--- src/rtl/dit_pkg.sv ---
package dit_pkg;
   localparam int unsigned BUS_W     = 32;
   localparam int unsigned ADDR_W    = 8;
   localparam int unsigned BE_W      = BUS_W / 8;
   // control word layout: [1:0] operation, [4:2] rate code
   localparam int unsigned RATE_LSB  = 2;
   localparam int unsigned RATE_W    = 3;
   localparam int unsigned CTRL_W    = RATE_LSB + RATE_W;
   localparam int unsigned RATE_BASE = 4;
   // per-timer sub-offsets (timer i occupies 0x10*i .. 0x10*i+0xF)
   localparam logic [3:0] SUB_DIV  = 4'h0;
   localparam logic [3:0] SUB_DATA = 4'h4;
   localparam logic [3:0] SUB_CTRL = 4'h8;
   // shared offsets
   localparam logic [ADDR_W-1:0] OFF_TIME   = 8'h38;
   localparam logic [ADDR_W-1:0] OFF_MASK   = 8'h48;
   localparam logic [ADDR_W-1:0] OFF_ACK    = 8'h4C;
   localparam logic [ADDR_W-1:0] OFF_RAW    = 8'h50;
   localparam logic [ADDR_W-1:0] OFF_MASKED = 8'h54;

   typedef enum logic [1:0] {
      OP_LOAD = 2'd0,
      OP_HOLD = 2'd1,
      OP_RUN  = 2'd2,
      OP_BAD  = 2'd3
   } op_e;
endpackage

--- src/rtl/dit_channel.sv ---
module dit_channel
   import dit_pkg::*;
#(
   parameter int unsigned CNT_W     = 32,
   parameter int unsigned NUM_RATES = 4
) (
   input  logic                 clk,
   input  logic                 rst_n,
   input  logic [NUM_RATES-1:0] tick_i,
   input  logic                 div_we_i,
   input  logic                 ctrl_we_i,
   input  logic [BUS_W-1:0]     wdata_i,
   output logic [CNT_W-1:0]     div_o,
   output logic [CTRL_W-1:0]    ctrl_o,
   output logic [CNT_W-1:0]     count_o,
   output logic                 expire_o
);
   localparam int unsigned MAX_RATES = (1 << RATE_W) - RATE_BASE;

   if (CNT_W < 2 || CNT_W > BUS_W) begin : g_bad_cnt
      $error("dit_channel: CNT_W must be 2..32");
   end
   if (NUM_RATES < 1 || NUM_RATES > MAX_RATES) begin : g_bad_rates
      $error("dit_channel: NUM_RATES out of range");
   end

   logic [CNT_W-1:0]  div_q, count_q;
   logic [CTRL_W-1:0] ctrl_q;
   logic              run_q;
   logic              tick_sel;
   logic [RATE_W-1:0] rate;
   op_e               op_new;

   assign rate   = ctrl_q[RATE_LSB +: RATE_W];
   assign op_new = op_e'(wdata_i[1:0]);

   always_comb begin
      tick_sel = 1'b0;
      for (int r = 0; r < NUM_RATES; r++) begin
         if (int'(rate) == RATE_BASE + r) tick_sel = tick_i[r];
      end
   end

   assign expire_o = run_q && tick_sel && !ctrl_we_i && (count_q <= CNT_W'(1));

   always_ff @(posedge clk or negedge rst_n) begin
      if (!rst_n) begin
         div_q   <= '0;
         ctrl_q  <= '0;
         count_q <= '0;
         run_q   <= 1'b0;
      end else begin
         if (div_we_i) div_q <= wdata_i[CNT_W-1:0];
         if (ctrl_we_i) begin
            ctrl_q <= wdata_i[CTRL_W-1:0];
            case (op_new)
               OP_LOAD: begin
                  count_q <= div_q;
                  run_q   <= 1'b0;
               end
               OP_RUN:  run_q <= 1'b1;
               default: run_q <= 1'b0;
            endcase
         end else if (run_q && tick_sel) begin
            count_q <= expire_o ? div_q : count_q - CNT_W'(1);
         end
      end
   end

   assign div_o   = div_q;
   assign ctrl_o  = ctrl_q;
   assign count_o = count_q;

   // without a control write and a live selected tick the count holds
   a_r4_no_advance: assert property (@(posedge clk) disable iff (!rst_n)
      (!ctrl_we_i && !(run_q && tick_sel)) |=> $stable(count_q));

   // an expiry leaves the count at the divisor held before that edge
   a_r3_reload: assert property (@(posedge clk) disable iff (!rst_n)
      expire_o |=> (count_q == $past(div_q)));
endmodule

--- src/rtl/dit_irq.sv ---
module dit_irq #(
   parameter int unsigned NUM_TIMERS = 2
) (
   input  logic                  clk,
   input  logic                  rst_n,
   input  logic [NUM_TIMERS-1:0] expire_i,
   input  logic                  mask_we_i,
   input  logic                  ack_we_i,
   input  logic [NUM_TIMERS-1:0] wdata_i,
   output logic [NUM_TIMERS-1:0] raw_o,
   output logic [NUM_TIMERS-1:0] mask_o,
   output logic                  irq_o
);
   logic [NUM_TIMERS-1:0] raw_q, mask_q, clr;

   assign clr = ack_we_i ? wdata_i : '0;

   always_ff @(posedge clk or negedge rst_n) begin
      if (!rst_n) begin
         raw_q  <= '0;
         mask_q <= '0;
      end else begin
         if (mask_we_i) mask_q <= wdata_i;
         raw_q <= (raw_q & ~clr) | expire_i;
      end
   end

   assign raw_o  = raw_q;
   assign mask_o = mask_q;
   assign irq_o  = |(raw_q & mask_q);

   // a raw bit can only rise because its timer expired
   a_r5_set_by_expiry: assert property (@(posedge clk) disable iff (!rst_n)
      1'b1 |=> ((raw_q & ~$past(raw_q) & ~$past(expire_i)) == '0));

   // acknowledged bits without a same-cycle expiry are cleared
   a_r6_ack_clears: assert property (@(posedge clk) disable iff (!rst_n)
      ack_we_i |=> ((raw_q & $past(wdata_i & ~expire_i)) == '0));

   // an expiry always leaves its bit set, even under acknowledge
   a_r7_expiry_wins: assert property (@(posedge clk) disable iff (!rst_n)
      (expire_i != '0) |=> ((raw_q & $past(expire_i)) == $past(expire_i)));
endmodule

--- src/rtl/dual_interval_timer.sv ---
module dual_interval_timer
   import dit_pkg::*;
#(
   parameter int unsigned NUM_TIMERS = 2,
   parameter int unsigned CNT_W      = 32,
   parameter int unsigned NUM_RATES  = 4,
   parameter int unsigned TIME_W     = 32
) (
   input  logic                 clk,
   input  logic                 rst_n,
   input  logic [NUM_RATES-1:0] tick_i,
   input  logic                 req_valid_i,
   input  logic                 req_write_i,
   input  logic [ADDR_W-1:0]    req_addr_i,
   input  logic [BE_W-1:0]      req_be_i,
   input  logic [BUS_W-1:0]     req_wdata_i,
   output logic [BUS_W-1:0]     rsp_rdata_o,
   output logic                 rsp_err_o,
   output logic                 irq_o
);
   if (NUM_TIMERS < 1 || NUM_TIMERS > 3) begin : g_bad_timers
      $error("dual_interval_timer: NUM_TIMERS must be 1..3");
   end
   if (TIME_W < 1 || TIME_W > BUS_W) begin : g_bad_time
      $error("dual_interval_timer: TIME_W must be 1..32");
   end

   logic full_word, acc, wr, rd;
   logic [3:0] sub;
   logic [NUM_TIMERS-1:0]             expire;
   logic [NUM_TIMERS-1:0][CNT_W-1:0]  div_a, cnt_a;
   logic [NUM_TIMERS-1:0][CTRL_W-1:0] ctrl_a;
   logic [NUM_TIMERS-1:0]             raw, mask;
   logic [TIME_W-1:0]                 time_q;
   logic [BUS_W-1:0]                  rd_mux, rdata_q;
   logic                              err_q;

   assign full_word = (req_be_i == '1);
   assign acc       = req_valid_i && full_word;
   assign wr        = acc && req_write_i;
   assign rd        = acc && !req_write_i;
   assign sub       = req_addr_i[3:0];

   for (genvar i = 0; i < NUM_TIMERS; i++) begin : g_tmr
      logic hit;
      assign hit = (req_addr_i[7:4] == 4'(i));
      dit_channel #(.CNT_W(CNT_W), .NUM_RATES(NUM_RATES)) u_chan (
         .clk       (clk),
         .rst_n     (rst_n),
         .tick_i    (tick_i),
         .div_we_i  (wr && hit && sub == SUB_DIV),
         .ctrl_we_i (wr && hit && sub == SUB_CTRL),
         .wdata_i   (req_wdata_i),
         .div_o     (div_a[i]),
         .ctrl_o    (ctrl_a[i]),
         .count_o   (cnt_a[i]),
         .expire_o  (expire[i])
      );
   end

   dit_irq #(.NUM_TIMERS(NUM_TIMERS)) u_irq (
      .clk       (clk),
      .rst_n     (rst_n),
      .expire_i  (expire),
      .mask_we_i (wr && req_addr_i == OFF_MASK),
      .ack_we_i  (wr && req_addr_i == OFF_ACK),
      .wdata_i   (req_wdata_i[NUM_TIMERS-1:0]),
      .raw_o     (raw),
      .mask_o    (mask),
      .irq_o     (irq_o)
   );

   always_comb begin
      rd_mux = '0;
      for (int i = 0; i < NUM_TIMERS; i++) begin
         if (req_addr_i[7:4] == 4'(i)) begin
            case (sub)
               SUB_DIV:  rd_mux = BUS_W'(div_a[i]);
               SUB_DATA: rd_mux = BUS_W'(cnt_a[i]);
               SUB_CTRL: rd_mux = BUS_W'(ctrl_a[i]);
               default:  ;
            endcase
         end
      end
      case (req_addr_i)
         OFF_TIME:   rd_mux = BUS_W'(time_q);
         OFF_MASK:   rd_mux = BUS_W'(mask);
         OFF_RAW:    rd_mux = BUS_W'(raw);
         OFF_MASKED: rd_mux = BUS_W'(raw & mask);
         default:    ;
      endcase
   end

   always_ff @(posedge clk or negedge rst_n) begin
      if (!rst_n) begin
         time_q  <= '0;
         rdata_q <= '0;
         err_q   <= 1'b0;
      end else begin
         time_q <= time_q + TIME_W'(1);
         err_q  <= req_valid_i && !full_word;
         if (rd) rdata_q <= rd_mux;
      end
   end

   assign rsp_rdata_o = rdata_q;
   assign rsp_err_o   = err_q;

   // a narrow access is flagged in the following cycle
   a_r10_narrow_err: assert property (@(posedge clk) disable iff (!rst_n)
      (req_valid_i && req_be_i != '1) |=> rsp_err_o);

   // the time counter advances by exactly one per cycle
   a_r9_time_step: assert property (@(posedge clk) disable iff (!rst_n)
      1'b1 |=> (time_q == $past(time_q) + TIME_W'(1)));

   // the first cycle out of reset shows no interrupt and no error
   a_r12_reset_quiet: assert property (@(posedge clk) disable iff (!rst_n)
      $rose(rst_n) |-> (!irq_o && !rsp_err_o));
endmodule

--- config.mk ---
export PLATFORM = sky130hd
export DESIGN_NAME = dual_interval_timer
export DESIGN_NICKNAME = d
export VERILOG_FILES = /design/src/rtl/dit_pkg.sv /design/src/rtl/dit_channel.sv /design/src/rtl/dit_irq.sv /design/src/rtl/dual_interval_timer.sv
export SDC_FILE = /design/constraint.sdc
export NUM_CORES = 1
export LEC_CHECK = 0
export BUFFER_PORTS_ARGS = -buffer_cell sky130_fd_sc_hd__clkbuf_2
export CORE_ASPECT_RATIO = 0.7
export CORE_MARGIN = 2
export CORE_UTILIZATION = 55
export CTS_CLUSTER_SIZE = 25
export DETAILED_ROUTE_END_ITERATION = 10
export GPL_TIMING_DRIVEN = 0
export HOLD_SLACK_MARGIN = 0.1
export PLACE_DENSITY = 0.82
export SYNTH_ARGS = -nofsm -noshare
export SYNTH_HDL_FRONTEND = slang
export SYNTH_SLANG_ARGS = --single-unit
export TNS_END_PERCENT = 50
--- constraint.sdc ---
create_clock -name clk -period 3.2 [get_ports clk]
set_clock_uncertainty 0.2 [all_clocks]
set_input_delay 0.32 -clock clk [delete_from_list [all_inputs] [get_ports clk]]
set_output_delay 0.32 -clock clk [all_outputs]
set_load 0.02 [all_outputs]
==> flow_summary_export.csv <==
group,metric,value,unit
finish,stdcell_count,1624,
route,viasPerCell,6.65,
sta,slew_headroom,0.339,
worst_setup_path,reg2regPathDepth,8,
sta,fin_tns_setup,0,ps
global_routing,grt.busiest_layer,"met2",
sta,worst-slew-pin-transition,983,ps
finish,num-nets-final,1395,
die,die_w,176,um
placed_design,dp.cells,1544,
route,dr.first_iter.drc_count,1552,
pwr,powerDensity,437,nW/um2
worst_setup_path,worstPathRequired,3400,ps
logic_synthesis,synth_top_flop_cell,"dfrtp_1",
run_status,status,"complete, no violations",
sta,finalSetupViolations,0,
worst_setup_path,start_kind,"register",
clock_network,cts_tree,"built",
pwr,vdd_drop_max,0.312,mV
global_routing,use_met2,0.504,
sta,min_period,3180,ps
logic_synthesis,syn_nets,1249,
logic_synthesis,syn_area,11300,um2
route,first_pass_iters,6,
global_routing,grt_usage,0.339,
worst_setup_path,cp-endpoint,"g_tmr[0].u_chan.count_o[9]",
logic_synthesis,synth-compound-area-share,0.155,
clock_network,clk_pin_slew_worst_paths,70,ps
clock_network,cts-root-buf,"clkbuf_16",
global_routing,grt_use_met1,0.489,
worst_setup_path,r2r_setup_slack,20,ps
logic_synthesis,yosys.area_share.adder,0.00552,
die,rows,43,
clock_network,cts_buffers,22,
placed_design,dpl.hpwl,26000,um
logic_synthesis,ys_ff_latch,209,
global_routing,antenna_found_initial,2,
logic_synthesis,synthDistinctLibCells,64,
clock_network,clk_latency,540,ps
route,drc,0,
logic_synthesis,synth_edf_count,0,
logic_synthesis,synth_top_family_by_area,"simple AND/OR/NAND/NOR gates",
die,die_area,21800,um2
clock_network,cts.sinks,209,
sta,hold_violations,0,
finish,drive_gt1_frac,0.174,
pwr,leakage,5.94,nW
sta,timing.final.crit_share,0.995,
worst_setup_path,startpoint,"g_tmr[0].u_chan.count_o[25]",
sta,fmax,0.314,GHz
min_path,holdCritStartpoint,"req_addr_i[0]",
route,wire_per_inst,22.5,um
sta,slew_viol_final,0,
route,vias,10797,
worst_setup_path,regToRegStartpoint,"g_tmr[0].u_chan.count_o[25]",
placed_design,port_buffers,81,
min_path,hold_class,"primary input to register",
worst_setup_path,r2r_end,"g_tmr[0].u_chan.count_o[9]",
route,wirelength,36500,um
logic_synthesis,synthMuxAreaShare,0.134,
die,die_h,124,um
placed_design,gp_congestion,1.04,
worst_setup_path,crit_arrival,3380,ps
worst_setup_path,worstSetupPathType,"register to register",
die,initial_utilization,0.566,
global_routing,grt_first_pass_wirelength,57000,um
finish,antenna_cells,0,
logic_synthesis,synth_simple_gate_area_frac,0.189,
logic_synthesis,async_flop_share,1.00,
die,ios,86,
finish,syn2layout_area_growth,18.7,%
clock_network,htreeDepth,1,
route,ant_nets,0,
sta,rsz0062_at_grt,"yes",
global_routing,grt_pass1_vias,9982,
logic_synthesis,syn_avg_cell_area,9.51,um2
logic_synthesis,syn_inst,1192,
clock_network,cts.path.max_buffers,3,
worst_setup_path,crit_path_end_kind,"register",
global_routing,grtUsageMet3,0.0995,
global_routing,overflow,0,
worst_setup_path,cp_max_fo,10,
die,fp.coreArea,20000,um2
global_routing,grt_max_degree,106,
logic_synthesis,ys_seq_area_frac,0.462,
logic_synthesis,synth_xor_xnor_area_share,0.0232,
job,max_cap_violations,0,
logic_synthesis,yosys_warnings,0,
-- cell usage after synthesis (3+ instances only) --
library cell / instances / area [um2]
a211o_1: 4 / 35.0
a211oi_1: 4 / 30.0
a21oi_1: 91 / 455
a221o_1: 4 / 40.0
a22o_1: 3 / 26.3
a22oi_1: 6 / 45.0
a31oi_1: 5 / 31.3
and2_1: 4 / 25.0
and3_1: 19 / 119
buf_1: 4 / 15.0
buf_2: 6 / 30.0
clkbuf_1: 65 / 244
dfrtp_1: 209 / 5230
ha_1: 5 / 62.6
inv_1: 20 / 75.1
mux2_2: 66 / 743
mux2i_1: 77 / 771
nand2_1: 108 / 405
nand2b_1: 5 / 31.3
nand3_1: 68 / 340
nand3b_1: 5 / 37.5
nand4_1: 23 / 144
nand4b_1: 4 / 35.0
nor2_1: 74 / 278
nor3_1: 31 / 155
nor3b_1: 6 / 45.0
nor4_1: 17 / 106
nor4b_1: 8 / 70.1
o211ai_1: 11 / 82.6
o21a_1: 3 / 22.5
o21ai_0: 90 / 450
o21ai_1: 5 / 25.0
o22a_1: 3 / 26.3
o22ai_1: 31 / 194
o2bb2ai_1: 3 / 26.3
o31ai_1: 8 / 60.1
o41ai_1: 4 / 35.0
or3_1: 17 / 106
or4_1: 15 / 113
xnor2_1: 19 / 166
xor2_1: 11 / 96.3
-- layout by cell type (no fill, tap or decap), types with 6 or more instances in the layout --
master,n
dfrtp_1,209
o21ai_0,90
nor4_1,14
buf_4,9
xor2_1,11
clkbuf_16,22
clkbuf_8,7
dlygate4sd3_1,35
nand3_1,68
clkbuf_1,55
xnor2_1,19
or4_1,13
nor2_1,71
inv_1,20
nand4_1,23
o31ai_1,8
o22ai_1,31
and3_1,19
clkbuf_2,87
nor3_1,29
a22oi_1,6
nand2_1,108
mux2i_1,76
mux2_2,66
or3_1,17
o211ai_1,11
a21oi_1,91
-- what timing repair did --
action / in CTS / in global routing
endpoints found under the setup margin: 61 / 63
pin swaps: 1 / 3
hold endpoints to repair: 190 / 0
gates resized for setup: 21 / 26
setup buffers: 2 / 5
gates cloned: 0 / 0
hold buffers: 35 / 0
-- worst min path at each step --
stage | endpoint | slack (ps) | depth (start not counted)
finish | rsp_rdata_o[1] | 190 | 4
global route | rsp_err_o | 230 | 3
CTS | rsp_rdata_o[1] | 170 | 4
detailed placement | time_q[31] | 260 | 1
global placement | rsp_rdata_o[29] | 260 | 2
floorplan | g_tmr[0].u_chan.count_o[0] | -180 | 0
-- worst max-delay path, stage by stage, from the launching register on --
cell,delay (ps)
dfrtp_1,420
or4_1,600
or3_1,340
clkbuf_1,210
nor4_4,290
a21o_2,290
buf_4,240
o21ai_0,120
a211o_1,340
-- metrics by stage --
stage               power, W  hold WS [ps]  utilization  cell area (um2)  worst slack, ps
floorplan            0.00294          -176            -            11300              203
global placement     0.00310           261        0.603            12100            -2400
detailed placement   0.00312           264        0.605            12100             -649
CTS                  0.00587           165        0.666            13300             20.2
global route         0.00602           227        0.672            13400            -78.6
finish               0.00587           186        0.672            13400             17.2
-- per-layer routing --
| metal | wire length (um) | vias up |
|---|---|---|
| met2 | 15200 | 748 |
| met5 | 13 | - |
| li1 | - | 4702 |
| met4 | 1230 | 2 |
| met1 | 15200 | 5219 |
| met3 | 4810 | 126 |
-- registers in the layout, summed over array words and instances (netlist names) --
name	cells
g_tmr.u_chan.count_o	64
g_tmr.u_chan.ctrl_o	10
g_tmr.u_chan.div_o	64
g_tmr.u_chan.run_q	2
rsp_err_o	1
rsp_rdata_o	32
time_q	32
u_irq.mask_o	2
u_irq.raw_o	2
-- cells by family after synthesis --
family                   count (synthesis)
AND/OR/NAND/NOR                        416
XOR/XNOR                                30
AO/OA/AOI/OAI                          294
flip-flops                             209
adder cells (fa/ha/maj)                  5
buffers and inverters                   95
multiplexers                           143
-- power by group --
| group | leakage [nW] | switching [W] | internal (W) |
|---|---|---|---|
| Clock | 0.379 | 0.00113 | 0.00163 |
| Sequential | 2.73 | 0.0000537 | 0.00269 |
| Combinational | 2.83 | 0.000231 | 0.000145 |
-- area by class of cell --
| cell class | instances | area (um2) |
|---|---|---|
| plain buffers | 73 | 317 |
| clock inverters | 11 | 146 |
| inverters | 20 | 75.1 |
| flip-flops and latches | 209 | 5230 |
| repair buffers | 124 | 845 |
| multi-input cells | 888 | 5870 |
| well taps | 270 | 338 |
| fillers | 1604 | 6570 |
| clock buffers | 29 | 627 |
Note: power is estimated with default switching activity, not from simulation.
